$ cat src/rtl/buck_mode_pkg.sv
package buck_mode_pkg;

    typedef enum logic {
        MODE_PWM  = 1'b0,
        MODE_HYST = 1'b1
    } mode_e;

    typedef struct packed {
        mode_e mode;
        logic  pgood;
    } ctrl_st_t;

endpackage

$ cat src/rtl/mode_vote.sv
module mode_vote #(
    parameter int VOTE_CNT = 8
) (
    input  logic clk,
    input  logic rst_n,
    input  logic clr,
    input  logic smp_ok,
    input  logic agree,
    output logic hit
);
    localparam int CW = (VOTE_CNT > 2) ? $clog2(VOTE_CNT) : 1;
    localparam logic [CW-1:0] LAST = CW'(VOTE_CNT - 1);

    logic [CW-1:0] cnt_d, cnt_q;

    // run completes on the agreeing sample that would make the count reach VOTE_CNT
    assign hit = smp_ok && agree && (cnt_q == LAST);

    always_comb begin
        cnt_d = cnt_q;
        if (clr) begin
            cnt_d = '0;
        end else if (smp_ok) begin
            if (!agree || hit) cnt_d = '0;
            else               cnt_d = cnt_q + CW'(1);
        end
    end

    always_ff @(posedge clk) begin
        if (!rst_n) cnt_q <= '0;
        else        cnt_q <= cnt_d;
    end
endmodule

$ cat src/rtl/blank_timer.sv
module blank_timer #(
    parameter int BLANK_TICKS = 1
) (
    input  logic clk,
    input  logic rst_n,
    input  logic start,
    input  logic tick,
    output logic blank
);
    logic blank_d, blank_q;

    generate
        if (BLANK_TICKS <= 1) begin : g_single
            always_comb begin
                blank_d = blank_q;
                if (start)     blank_d = 1'b1;
                else if (tick) blank_d = 1'b0;
            end
        end else begin : g_multi
            localparam int TW = $clog2(BLANK_TICKS);
            localparam logic [TW-1:0] TLAST = TW'(BLANK_TICKS - 1);
            logic [TW-1:0] tcnt_d, tcnt_q;

            always_comb begin
                blank_d = blank_q;
                tcnt_d  = tcnt_q;
                if (start) begin
                    blank_d = 1'b1;
                    tcnt_d  = '0;
                end else if (blank_q && tick) begin
                    if (tcnt_q == TLAST) blank_d = 1'b0;
                    else                 tcnt_d  = tcnt_q + TW'(1);
                end
            end

            always_ff @(posedge clk) begin
                if (!rst_n) tcnt_q <= '0;
                else        tcnt_q <= tcnt_d;
            end
        end
    endgenerate

    always_ff @(posedge clk) begin
        if (!rst_n) blank_q <= 1'b0;
        else        blank_q <= blank_d;
    end

    assign blank = blank_q;
endmodule

$ cat src/rtl/buck_mode_ctrl.sv
module buck_mode_ctrl
    import buck_mode_pkg::*;
#(
    parameter int VOTE_CNT    = 8,
    parameter int BLANK_TICKS = 1
) (
    input  logic clk,
    input  logic rst_n,
    input  logic cyc_tick,
    input  logic smp_strobe,
    input  logic sw_pos,
    input  logic uv_flag,
    input  logic ss_done,
    input  logic ls_rev,
    output logic mode_hyst,
    output logic gate_blank,
    output logic pgood_en,
    output logic ls_off_req
);
    ctrl_st_t st_d, st_q;
    logic     smp_ok;
    logic     agree;
    logic     vote_hit;
    logic     mode_chg;
    logic     vote_clr;

    // polarity is taken only on a tick-qualified strobe
    assign smp_ok = smp_strobe && cyc_tick && ss_done;
    // pending direction: positive pushes toward hysteretic, negative back to PWM
    assign agree  = (st_q.mode == MODE_PWM) ? sw_pos : !sw_pos;

    always_comb begin
        st_d       = st_q;
        st_d.pgood = ss_done;
        if (!ss_done) begin
            st_d.mode = MODE_PWM;
        end else if (st_q.mode == MODE_HYST && uv_flag) begin
            st_d.mode = MODE_PWM;
        end else if (vote_hit) begin
            st_d.mode = (st_q.mode == MODE_PWM) ? MODE_HYST : MODE_PWM;
        end
        mode_chg = (st_d.mode != st_q.mode);
        vote_clr = mode_chg || !ss_done;
    end

    always_ff @(posedge clk) begin
        if (!rst_n) begin
            st_q.mode  <= MODE_PWM;
            st_q.pgood <= 1'b0;
        end else begin
            st_q <= st_d;
        end
    end

    mode_vote #(.VOTE_CNT(VOTE_CNT)) vote_i (
        .clk    (clk),
        .rst_n  (rst_n),
        .clr    (vote_clr),
        .smp_ok (smp_ok),
        .agree  (agree),
        .hit    (vote_hit)
    );

    blank_timer #(.BLANK_TICKS(BLANK_TICKS)) blank_i (
        .clk   (clk),
        .rst_n (rst_n),
        .start (mode_chg),
        .tick  (cyc_tick),
        .blank (gate_blank)
    );

    assign mode_hyst  = (st_q.mode == MODE_HYST);
    assign pgood_en   = st_q.pgood;
    assign ls_off_req = mode_hyst && ls_rev && !gate_blank;
endmodule

$ cat config.mk
export PLATFORM = sky130hd
export DESIGN_NAME = buck_mode_ctrl
export DESIGN_NICKNAME = d
export VERILOG_FILES = /design/src/rtl/buck_mode_pkg.sv /design/src/rtl/mode_vote.sv /design/src/rtl/blank_timer.sv /design/src/rtl/buck_mode_ctrl.sv
export SDC_FILE = /design/constraint.sdc
export NUM_CORES = 1
export LEC_CHECK = 0
export ABC_AREA = 1
export BUFFER_PORTS_ARGS = -buffer_cell sky130_fd_sc_hd__buf_2
export CORE_AREA = 10 10 47 49
export DETAILED_ROUTE_END_ITERATION = 8
export DIE_AREA = 0 0 57 59
export GPL_TIMING_DRIVEN = 0
export PLACE_DENSITY = 0.55
export SYNTH_ARGS = -nofsm -noshare
export SYNTH_HDL_FRONTEND = slang
export SYNTH_HIERARCHICAL = 1
export SYNTH_SLANG_ARGS = --single-unit
$ cat constraint.sdc
create_clock -name clk -period 3.12 [get_ports clk]
set_input_delay 0.624 -clock clk [delete_from_list [all_inputs] [get_ports clk]]
set_output_delay 0.624 -clock clk [all_outputs]
set_load 0.005 [all_outputs]
# --- Yosys cells after proc, flatten, opt, wreduce, memory -nomap -nowiden ---
# Index checks and enable logic that the tools add are counted.
op_classes:
  add_sub_neg: 1
  n_eq_ne: 2
  muxes: 8
  n_bitwise: 1
  n_reduce_logical: 15
ops:
  columns: ["operator", "count"]
  rows:
  - ["logical AND 1 bit", 7]
  - ["2-to-1 mux 1 bit", 7]
  - ["logical NOT 1 bit", 4]
  - ["adder 3 x 1 -> 3 bit (second input constant)", 1]
  - ["equality test 3 bit (second input constant)", 1]
  - ["2-to-1 mux 3 bit", 1]
  - ["logical OR 1 bit", 2]
  - ["nonzero test 2 bit", 1]
  - ["OR reduction 2 bit", 1]
  - ["inequality test 1 bit", 1]
  - ["NOT 1 bit", 1]
word_totals:
  register_bits: 6
  in_bits: 8
  output_inout_bits: 4
  elab_cells: 31

# --- Longest topological paths before layout ---
depth:
  depth_word: 10
  mapped_depth: 11
  mapped_depth_nobuf: 11

# --- Modules after synthesis ---
# Netlist, hierarchy kept.
modules_own_cells:
  columns: ["module", "n_inst", "cells_each", "area_per_inst_um2", "seq_area_each_um2"]
  rows:
  - ["mode_vote", 1, 22, 160.2, 60.1]
  - ["buck_mode_ctrl", 1, 23, 130.1, 40.0]
  - ["blank_timer", 1, 6, 43.8, 20.0]

# --- Worst setup path before layout ---
# No wires, ideal clock.
synth_timing:
  path_type: "in2reg"
  from: "input ss_done"
  to: "register blank_i.blank_q (netlist: blank_i/blank)"
  setup_ps: 114
  t_arrival_ps: 1466
  required_time_ps: 3006
  setup_slack_ps: 1541
  path_stages: 11
  n_path_buf: 0
  path_cell_list: "inv_1 > nor2_1 > nand2_1 > nor2_1 > inv_1 > nand2_1 > nand2_1 > nand2_1 > nand2_1 > inv_1 > a21oi_2"
synth_via:
  elab_chain_cells: 8
  elab_cells_between_ends: 9
  cone_classes: "eq/ne (1); mux (4); reduce/logical (4)"
synth_rtl:
  columns: ["item", "line", "rtl"]
  rows:
  - ["start: declaration", "buck_mode_ctrl.sv:13", "input logic ss_done,"]
  - ["logical AND 1 bit (*)", "buck_mode_ctrl.sv:28", "assign smp_ok = smp_strobe && cyc_tick && ss_done;"]
  - ["named net smp_ok", "buck_mode_ctrl.sv:21", "logic smp_ok;"]
  - ["logical AND 1 bit (*) (2 in series)", "mode_vote.sv:17", "assign hit = smp_ok && agree && (cnt_q == LAST);"]
  - ["named net vote_hit", "buck_mode_ctrl.sv:23", "logic vote_hit;"]
  - ["2-to-1 mux 1 bit (*)", "buck_mode_ctrl.sv:39", "end else if (vote_hit) begin"]
  - ["2-to-1 mux 1 bit (*)", "buck_mode_ctrl.sv:37", "end else if (st_q.mode == MODE_HYST && uv_flag) begin"]
  - ["2-to-1 mux 1 bit (*)", "buck_mode_ctrl.sv:35", "if (!ss_done) begin"]
  - ["inequality test 1 bit (*)", "buck_mode_ctrl.sv:42", "mode_chg = (st_d.mode != st_q.mode);"]
  - ["named net mode_chg", "buck_mode_ctrl.sv:24", "logic mode_chg;"]
  - ["2-to-1 mux 1 bit or nonzero test 2 bit (tied branches)", null, null]
  - ["end signal: assignment", "blank_timer.sv:45", "else blank_q <= blank_d;"]
  - ["end: declaration", "blank_timer.sv:10", "logic blank_d, blank_q;"]
# Mark *: on every way through the listed nets, which the timed path passes. The rest lies on a longest branch.
# A chain may end at the register's enable or synchronous reset.

# --- Worst setup path after layout ---
layout_timing:
  from: "register st_q, in the netlist mode_hyst"
  to: "output ls_off_req"
layout_via:
  elab_chain_cells: 2
layout_rtl:
  columns: ["item", "line", "rtl"]
  rows:
  - ["start: declaration", "buck_mode_ctrl.sv:20", "ctrl_st_t st_d, st_q;"]
  - ["start signal: assignment", "buck_mode_ctrl.sv:51", "st_q <= st_d;"]
  - ["logical AND 1 bit (2 in series)", "buck_mode_ctrl.sv:74", "assign ls_off_req = mode_hyst && ls_rev && !gate_blank;"]
  - ["end: declaration", "buck_mode_ctrl.sv:18", "output logic ls_off_req"]
# No other way between the ends.

==> impl_metrics.py <==
metrics = {
    "run_status": {
        "run_status": "complete, no violations",
    },
    "placed_design": {
        "dp_hpwl_um": 603,
        "portBuffers": 11,
        "gp_congestion": 0.713,
        "place_area_um2": 409,
    },
    "floorplanning": {
        "die-area_mm2": 0.00336,
        "start_util_pct": 23.8,
        "die_w_um": 57,
        "rows": 14,
        "ios": 12,
        "coreArea_mm2": 0.00140,
        "die_y_um": 59,
    },
    "clocking": {
        "cts-root-buf": "clkbuf_4",
        "clock_path_buffers": 2,
        "cts_buffers": 3,
        "ctsResizeCount": 0,
        "cts_hold_buf": 0,
        "post_cts_buffers": 0,
        "ctsHtreeMaxLevel": 1,
        "path_clk_slew_ps": 50,
        "clock_latency_ps": 250,
        "clock-sinks": 6,
        "cts_tree": "done",
    },
    "power_and_ir_drop": {
        "power_density_mw_per_mm2": 387,
        "worst_ir_drop_vdd_v": 0.000104,
        "cellLeakagePower_nw": 0.227,
    },
    "critical_path": {
        "r2r_cells": 10,
        "crit_family": "flip-flops",
        "cp-start-kind": "flop",
        "max_stage_delay_ps": 440,
        "path_max_fanout": 7,
        "critPathArrivalTime_ps": 960,
        "reg2reg_setup_slack_ps": 1600,
        "critPathBufInv": 1,
        "cp-end-kind": "output port",
        "cp_slowest_cell": "dfxtp_1",
        "cp_data_required_time_ps": 2500,
        "r2r-start": "mode_hyst",
        "crit_chain": "nand2_1, nor2_1, buf_2",
        "critPathKind": "flop to output port",
        "r2r-end": "blank_i/blank",
        "crit_start": "mode_hyst",
    },
    "min_path": {
        "hold_class": "flop to flop",
        "worstHoldStart": "vote_i/cnt_q[2]",
        "holdPathEnd": "vote_i/cnt_q[2]",
        "whs_path_depth": 2,
    },
    "synthesis": {
        "avgSynthCellArea_um2": 6.55,
        "yosysTopAreaCell": "dfxtp_1",
        "synth_nets": 61,
        "synthCells": 51,
        "yosysWarningCount": 6,
        "synthesis.area_um2": 334,
        "synth-seq-cells": 6,
        "synth_area_leaders": "dfxtp_1 36%, nand2_1 16%, inv_1 15%, ha_1 7.5%, a21oi_1 6.0%",
        "seq_area_frac_synth_pct": 36.0,
        "synth_top_cell_area_share_pct": 36.0,
        "ys_types": 11,
    },
    "sta": {
        "finalSetupViolCount": 0,
        "max_slew_margin_pct": 76.6,
        "finalSetupTns_ps": 0,
        "worst_slew_pin_slew_ps": 349,
        "min_period_ps": 1590,
        "hold_violations": 0,
        "skew_ps": 5.34,
        "fmax_mhz": 631,
        "rsz0062_at_grt": "false",
        "final_max_slew_viol_count": 0,
        "post-route-period-util_pct": 50.8,
    },
    "global_route": {
        "track_usage_pct": 5.00,
        "antenna_found_initial": 0,
        "grt_pass1_wl_mm": 1.31,
        "overflow": 0,
        "grt_pass1_vias": 360,
        "grt_max_degree": 8,
    },
    "drt": {
        "drc": 0,
        "finalWirelength_um": 745,
        "viasPerCell": 4.22,
        "ant_nets": 0,
        "dr.pass1.iters": 2,
        "num_vias": 342,
        "drt-wirelength-per-cell_um": 9.20,
        "drt-initial-drc-count": 4,
    },
    "final_layout": {
        "postLayoutCellArea_um2": 432,
        "nNetsFinal": 77,
        "drive_gt1_share_pct": 23.1,
        "syn_to_final_growth_pct": 29.2,
        "insertedDiodeCount": 0,
    },
    "job": {
        "maxCapViolations": 0,
    },
}
-- metal layers --
layer | share of wire, % | wire length (µm) | global-route usage [%] | vias up
met2 | 45 | 337 | 7.44 | 9
met3 | 9.1 | 68 | 3.00 | 2
met5 | 0 | 0 | 0 | -
li1 | - | - | - | 185
met4 | 1.1 | 8 | 5.03 | 0
met1 | 44 | 330 | 4.61 | 146
-- worst max path at each step --
| stage | end | slack (ps) | depth (start not counted) |
|---|---|---|---|
| after floorplan | blank_i/blank | 1540 | 11 |
| after global placement | blank_i/blank | 1270 | 12 |
| after detailed placement | blank_i/blank | 1270 | 12 |
| after CTS | ls_off_req | 1520 | 3 |
| after global routing | blank_i/blank | 1360 | 12 |
| final | ls_off_req | 1530 | 3 |
-- sequential cells by signal, summed over array words and instances, names as in the netlist --
signal and flops:
mode_hyst 1, blank_i/blank 1, vote_i/cnt_q 3, pgood_en 1
-- tightest hold or removal path, cell delays in order, from the launching register on --
cell and delay [ps]:
dfxtp_1 310, nand2_1 60, a21oi_1 50
-- power by group --
group	internal [mW]	leakage [nW]	total [mW]	switching (mW)
logic	0.00601	0.165	0.0137	0.00767
clock network	0.0438	0.0138	0.0755	0.0318
registers	0.0776	0.0486	0.0779	0.000266
total	0.127	0.227	0.167	0.0397
-- layout by cell type, fill, tap and decap left out, drive strengths merged --
| cell | Yosys | routed |
|---|---|---|
| nand2 | 14 | 14 |
| inv | 13 | 13 |
| buf | 0 | 11 |
| dfxtp | 6 | 6 |
| a21oi | 5 | 5 |
| nor2 | 4 | 4 |
| nand3 | 3 | 3 |
| clkbuf | 0 | 3 |
| nand4 | 2 | 2 |
| ha | 2 | 2 |
| o211ai | 1 | 1 |
| xor2 | 1 | 1 |
-- per-stage QoR --
stage | power (mW) | setup WS, ps | utilization (%) | hold slack (ps) | cells
final | 0.167 | 1530 | 30.8 | 466 | 81
after global routing | 0.176 | 1360 | 30.8 | 504 | 81
after CTS | 0.172 | 1520 | 30.8 | 472 | 81
after detailed placement | 0.0933 | 1270 | 29.2 | 464 | 78
after global placement | 0.0932 | 1270 | 29.2 | 463 | 78
after floorplan | 0.0861 | 1540 | - | 444 | 51
-- Yosys cell counts, drive strengths merged --
library cell  number
nand2             14
inv               13
dfxtp              6
a21oi              5
nor2               4
nand3              3
ha                 2
nand4              2
o211ai             1
xor2               1
-- kinds of logic after synthesis --
kind of cell	synth area share (%)
DFF	36.0
AOI/OAI and AO/OA	10.9
adders and majority gates	7.49
buffers and inverters	14.6
xor gates and xnor gates	2.62
and+or+nand+nor	28.5
-- layout make-up --
class                           instances  area [µm²]
Inverter                               13        48.8
Clock buffer                            3        22.5
Fill cell                             174         970
Timing Repair Buffer                   11        55.1
Sequential cell                         6         120
Multi-Input combinational cell         32         165
Tap cell                               16        20.0
Power figures use the tool's default switching activity.
